## src/rtl/iq_qrate_pkg.sv

```systemverilog
package iq_qrate_pkg;
   // Position within the four-sample carrier cycle
   typedef enum logic [1:0] {
      PH_IPOS = 2'd0,
      PH_QNEG = 2'd1,
      PH_INEG = 2'd2,
      PH_QPOS = 2'd3
   } qphase_e;

   // Channel selector for the lane generate loop
   localparam int LANE_I = 0;
   localparam int LANE_Q = 1;
   localparam int NUM_LANES = 2;

   function automatic logic [1:0] lane_pos_phase(input int lane);
      return (lane == LANE_I) ? 2'(PH_IPOS) : 2'(PH_QPOS);
   endfunction

   function automatic logic [1:0] lane_neg_phase(input int lane);
      return (lane == LANE_I) ? 2'(PH_INEG) : 2'(PH_QNEG);
   endfunction
endpackage

```

## src/rtl/iq_qrate_phase.sv

```systemverilog
module iq_qrate_phase
   import iq_qrate_pkg::*;
(
   input  logic    clk,
   input  logic    rst_n,
   input  logic    step,
   output qphase_e phase
);
   qphase_e phase_q;

   always_ff @(posedge clk or negedge rst_n) begin
      if (!rst_n)
         phase_q <= PH_IPOS;
      else if (step)
         phase_q <= qphase_e'(phase_q + 2'd1);
   end

   assign phase = phase_q;
endmodule

```

## src/rtl/iq_qrate_lane.sv

```systemverilog
module iq_qrate_lane
   import iq_qrate_pkg::*;
#(
   parameter int         IN_W    = 12,
   parameter logic [1:0] POS_PH  = 2'd0,
   parameter logic [1:0] NEG_PH  = 2'd2,
   parameter bit         XOR_NEG = 1'b0,
   localparam int        OUT_W   = IN_W + 1
) (
   input  logic                    valid,
   input  qphase_e                 phase,
   input  logic signed [IN_W-1:0]  x,
   output logic                    take,
   output logic signed [OUT_W-1:0] y
);
   logic signed [OUT_W-1:0] x_ext;
   logic                    neg;

   if (POS_PH[0] != NEG_PH[0] || POS_PH == NEG_PH) begin : g_bad_phase
      $error("iq_qrate_lane: carrier phases must share parity and differ");
   end

   assign x_ext = {x[IN_W-1], x};
   assign neg   = (phase == qphase_e'(NEG_PH));
   assign take  = valid && (phase == qphase_e'(POS_PH) || neg);

   if (XOR_NEG) begin : g_xor_neg
      assign y = (x_ext ^ {OUT_W{neg}}) + OUT_W'(neg);
   end else begin : g_arith_neg
      assign y = neg ? -x_ext : x_ext;
   end
endmodule

```

## src/rtl/iq_qrate_pair.sv

```systemverilog
module iq_qrate_pair #(
   parameter int  IN_W  = 12,
   localparam int OUT_W = IN_W + 1
) (
   input  logic                    clk,
   input  logic                    rst_n,
   input  logic                    i_take,
   input  logic signed [OUT_W-1:0] i_y,
   input  logic                    q_take,
   input  logic signed [OUT_W-1:0] q_y,
   output logic                    out_valid,
   output logic signed [OUT_W-1:0] out_i,
   output logic signed [OUT_W-1:0] out_q
);
   logic signed [OUT_W-1:0] i_hold;

   always_ff @(posedge clk or negedge rst_n) begin
      if (!rst_n)
         i_hold <= '0;
      else if (i_take)
         i_hold <= i_y;
   end

   always_ff @(posedge clk or negedge rst_n) begin
      if (!rst_n) begin
         out_valid <= 1'b0;
         out_i     <= '0;
         out_q     <= '0;
      end else begin
         out_valid <= q_take;
         if (q_take) begin
            out_i <= i_hold;
            out_q <= q_y;
         end
      end
   end
endmodule

```

## src/rtl/iq_qrate_ddc.sv

```systemverilog
module iq_qrate_ddc
   import iq_qrate_pkg::*;
#(
   parameter int  IN_W    = 12,
   parameter bit  XOR_NEG = 1'b0,
   localparam int OUT_W   = IN_W + 1
) (
   input  logic                    clk,
   input  logic                    rst_n,
   input  logic                    in_valid,
   input  logic signed [IN_W-1:0]  in_x,
   output logic                    out_valid,
   output logic signed [OUT_W-1:0] out_i,
   output logic signed [OUT_W-1:0] out_q
);
   if (IN_W < 2) begin : g_bad_width
      $error("iq_qrate_ddc: IN_W must be at least 2");
   end

   qphase_e                 ph;
   logic [NUM_LANES-1:0]    take;
   logic signed [OUT_W-1:0] lane_y [NUM_LANES];

   iq_qrate_phase u_phase (
      .clk   (clk),
      .rst_n (rst_n),
      .step  (in_valid),
      .phase (ph)
   );

   for (genvar ln = 0; ln < NUM_LANES; ln++) begin : g_lane
      iq_qrate_lane #(
         .IN_W    (IN_W),
         .POS_PH  (lane_pos_phase(ln)),
         .NEG_PH  (lane_neg_phase(ln)),
         .XOR_NEG (XOR_NEG)
      ) u_lane (
         .valid (in_valid),
         .phase (ph),
         .x     (in_x),
         .take  (take[ln]),
         .y     (lane_y[ln])
      );
   end

   iq_qrate_pair #(.IN_W(IN_W)) u_pair (
      .clk       (clk),
      .rst_n     (rst_n),
      .i_take    (take[LANE_I]),
      .i_y       (lane_y[LANE_I]),
      .q_take    (take[LANE_Q]),
      .q_y       (lane_y[LANE_Q]),
      .out_valid (out_valid),
      .out_i     (out_i),
      .out_q     (out_q)
   );
endmodule

```

## config.mk

```make
export PLATFORM = sky130hd
export DESIGN_NAME = iq_qrate_ddc
export DESIGN_NICKNAME = d
export VERILOG_FILES = /design/src/rtl/iq_qrate_pkg.sv /design/src/rtl/iq_qrate_phase.sv /design/src/rtl/iq_qrate_lane.sv /design/src/rtl/iq_qrate_pair.sv /design/src/rtl/iq_qrate_ddc.sv
export SDC_FILE = /design/constraint.sdc
export NUM_CORES = 1
export LEC_CHECK = 0
export ABC_CLOCK_PERIOD_IN_PS = 3100
export BUFFER_PORTS_ARGS = -buffer_cell sky130_fd_sc_hd__buf_4
export CAP_MARGIN = 20
export CORE_ASPECT_RATIO = 1.4
export CORE_MARGIN = 2
export CORE_UTILIZATION = 45
export DETAILED_ROUTE_END_ITERATION = 16
export PLACE_DENSITY = 0.79
export REMOVE_ABC_BUFFERS = 1
export SLEW_MARGIN = 20
export SYNTH_ARGS = -nofsm -noshare
export SYNTH_HDL_FRONTEND = slang
export SYNTH_SLANG_ARGS = --single-unit
```

## constraint.sdc

```tcl
create_clock -name clk -period 3.1 [get_ports clk]
set_clock_uncertainty 0.1 [all_clocks]
set_input_delay 0.62 -clock clk [delete_from_list [all_inputs] [get_ports clk]]
set_output_delay 0.62 -clock clk [all_outputs]
set_load 0.01 [all_outputs]
```

==> run summary <==
- **DRC marker count from the first detailed-route iteration** 57
- **Yosys warning count** 0
- **clock tree from TritonCTS** done
- **Final Hold Fails** 0
- **cell area after synthesis** 0.00207 mm^2
- **required time of the critical path** 3.17 ns
- **number of setup violations in the final report** 0
- **routability-driven placement congestion ratio** 0.774
- **classification of the worst-slack hold path** input pin to async pin
- **highest net fanout along the worst path** 8
- **Clock Root Buffer** clkbuf_8
- **Rows** 29
- **horizontal extent of the die** 61.4 um
- **kind of cell adding the most delay to the critical path** simple AND/OR/NAND/NOR gates
- **average footprint of a synthesized cell** 10.8 um^2
- **R2R Setup Slk** 1.13 ns
- **Vias** 1471
- **y dimension of the die** 84.3 um
- **nature of the critical path startpoint** input pin
- **run status** complete, no violations
- **Setup Crit Path Kind** input pin to register
- **Seq/Total Area, Yosys** 0.507
- **instance count of the mapped netlist** 192
- **wire length of the first global-routing pass** 6350 um
- **standby leakage power** 1.16 nW
- **FF+latch count, synth** 42
- **number of pins with negative max-slew slack in the final report** 0
- **unrepaired setup endpoints after global routing** false
- **number of cells in the finished layout apart from fillers** 292
- **Routed WL per cell** 13.3 um
- **effective utilization at floorplan** 0.461
- **number of levels the H-tree was split into** 2
- **achievable frequency** 0.463 GHz
- **power per standard cell area** 975 mW/mm^2
- **reported max-cap violation count** 0
- **WP data arrival** 2.23 ns
- **clk slew on worst S/H paths** 0.08 ns
- **worst setup slack after placement** 0.646 ns
- **final-layout setup total negative slack** 0 ns
- **ANT nets after route** 0
- **core region area** 0.00450 mm^2
- **number of antenna violations at the first check in global routing** 0
- **Slew @ Worst Pin** 0.613 ns
- **count of clock tree sinks** 42
- **count of buffers added by post-CTS timing repair for setup** 0
- **minimum clock period after layout** 2.16 ns
- **number of top-level pins** 42
- **Power Total** 2.45 mW
- **critical path endpoint category** register
- **Max IR drop VDD** 0.382 mV
- **half-perimeter wire length after placement** 2780 um
- **number of global-route vias before repair** 1385
- **Post-CTS Hold Buffers** 0
- **area of the die** 0.00518 mm^2
- **DRC errors left** 0
- **crit-path cells** buf_4 -> inv_1 -> ha_1 -> or4b_1 -> o31ai_1 -> mux2_2 -> o21ai_0
- **clk_lat worst skew** 0.29 ns
- **relative area change from synthesis to final layout** 21.4%
- **Resize count post-CTS** 0
- **clock buffer count from CTS** 5
- **first drt pass iteration count** 4
- **Core Util, Final** 0.560
- **fin crit share** 0.696
- **maximum buffer depth of the clock tree** 2
- **Worst path max stage delay** 0.65 ns
- **Slowest cell on crit path** or4b_1
- **worst slew margin relative to its limit** 0.591
- **DR vias/cell** 5.04
- **number of diodes** 0
- **total instance count after detailed placement** 284
- **total overflow reported by the global router** 0
- **wirelength, routed** 3880 um
- **combined buffer and inverter count along the critical path** 2
- **maximum number of pins on one net before global-route repair** 43
- **GRT Util Overall** 0.164
- **Final #Nets** 249
- **setup ws final** 0.942 ns
- **IO buf count** 41
- **proportion of layout cells with a drive suffix above 1** 0.326
- **count of distinct cell types in the synthesized netlist** 28
-- worst register-to-register path, stage by stage (launching register included) --
cell	delay, ns
dfrtp_1	0.43
ha_1	0.44
o21ai_2	0.25
buf_4	0.27
mux2_2	0.37
-- cells by family after synthesis --
kind of cell             Yosys count  share of synthesized area
AO/OA/AOI/OAI                     49                      0.156
flip-flops                        42                      0.507
AND/OR/NAND/NOR                   40                     0.0923
XOR/XNOR                          20                     0.0844
buffers and inverters             19                     0.0398
multiplexers                      17                     0.0911
adder cells (fa/ha/maj)            5                     0.0302
-- placed cells by master (no fill, tap or decap), types with 2 or more instances in the layout --
cell type	n
xnor2_1	2
or3_1	3
ha_1	5
mux2_2	15
inv_1	5
dfrtp_1	42
o22ai_1	2
clkbuf_8	6
mux2i_1	2
nor2b_1	3
o31ai_1	2
o21ai_0	32
a21oi_1	2
nand2_1	27
xor2_1	18
a31oi_1	2
o41ai_4	2
buf_4	44
o41ai_2	2
o21ai_1	4
nor2_1	2
-- through the flow --
| stage | hold WS, ns | instance area, um^2 |
|---|---|---|
| floorplan | 0.224 | 2010 |
| global placement | 0.359 | 2420 |
| detailed placement | 0.370 | 2420 |
| CTS | 0.215 | 2520 |
| global route | 0.239 | 2520 |
| finish | 0.192 | 2520 |
-- flip-flops by register name (all words and copies together) (netlist names) --
name / flops
u_pair.i_hold: 13
u_pair.out_i: 13
u_pair.out_q: 13
u_phase.phase: 2
u_pair.out_valid: 1
-- worst paths after layout --
kind | start | end | cells after the start
min | rst_n | u_pair.i_hold[7]$_DFFE_PN0P_ | 1
max | in_x[0] | u_pair.out_q[12]$_DFFE_PN0P_ | 7
min reg2reg | u_pair.i_hold[3]$_DFFE_PN0P_ | u_pair.i_hold[3]$_DFFE_PN0P_ | 2
max in group asynchronous | rst_n | u_pair.out_i[12]$_DFFE_PN0P_ | 1
min in group clk | u_pair.i_hold[3]$_DFFE_PN0P_ | u_pair.i_hold[3]$_DFFE_PN0P_ | 2
max reg2reg | u_phase.phase[0]$_DFFE_PN0P_ | u_pair.out_i[11]$_DFFE_PN0P_ | 4
-- layout make-up --
cell class | count | area [um^2]
Clock buffer | 6 | 82.6
Sequential cell | 42 | 1050
Clock inverter | 2 | 12.5
Inverter | 5 | 18.8
Fill cell | 434 | 1980
Timing Repair Buffer | 44 | 330
Multi-Input combinational cell | 131 | 945
Tap cell | 62 | 77.6
-- layer usage --
metal	vias up	global-route usage	wire (um)
met3	4	0.0401	165
met4	0	0.0580	47
met2	32	0.270	1980
met5	-	0	0
met1	705	0.203	1690
li1	730	-	-
-- Yosys cell counts --
cell / number / share of area
nand2_1: 27 / 0.049
xor2_1: 18 / 0.076
ha_1: 5 / 0.030
buf_6: 1 / 0.0054
or3_1: 3 / 0.0090
o31ai_1: 2 / 0.0072
buf_1: 2 / 0.0036
dfrtp_1: 42 / 0.51
nor2_1: 2 / 0.0036
o21ai_0: 34 / 0.082
nor2b_1: 3 / 0.0090
mux2_2: 15 / 0.081
a31oi_1: 2 / 0.0060
or3b_2: 1 / 0.0042
nor4_2: 1 / 0.0060
a21oi_1: 2 / 0.0048
or4b_1: 1 / 0.0048
or4_1: 1 / 0.0036
o21ai_1: 3 / 0.0072
clkbuf_1: 8 / 0.014
inv_1: 5 / 0.0090
o41ai_4: 2 / 0.027
o41ai_2: 2 / 0.016
or2_2: 1 / 0.0030
mux2i_1: 2 / 0.0097
buf_2: 3 / 0.0072
o22ai_1: 2 / 0.0060
xnor2_1: 2 / 0.0084
-- report_power, final --
| part | leakage, nW | internal, mW | switching [mW] |
|---|---|---|---|
| Combinational | 0.591 | 0.574 | 0.556 |
| Clock | 0.0472 | 0.179 | 0.188 |
| Sequential | 0.520 | 0.814 | 0.142 |
| Total | 1.16 | 1.57 | 0.886 |
No activity file was read; power rests on OpenSTA's default activity.
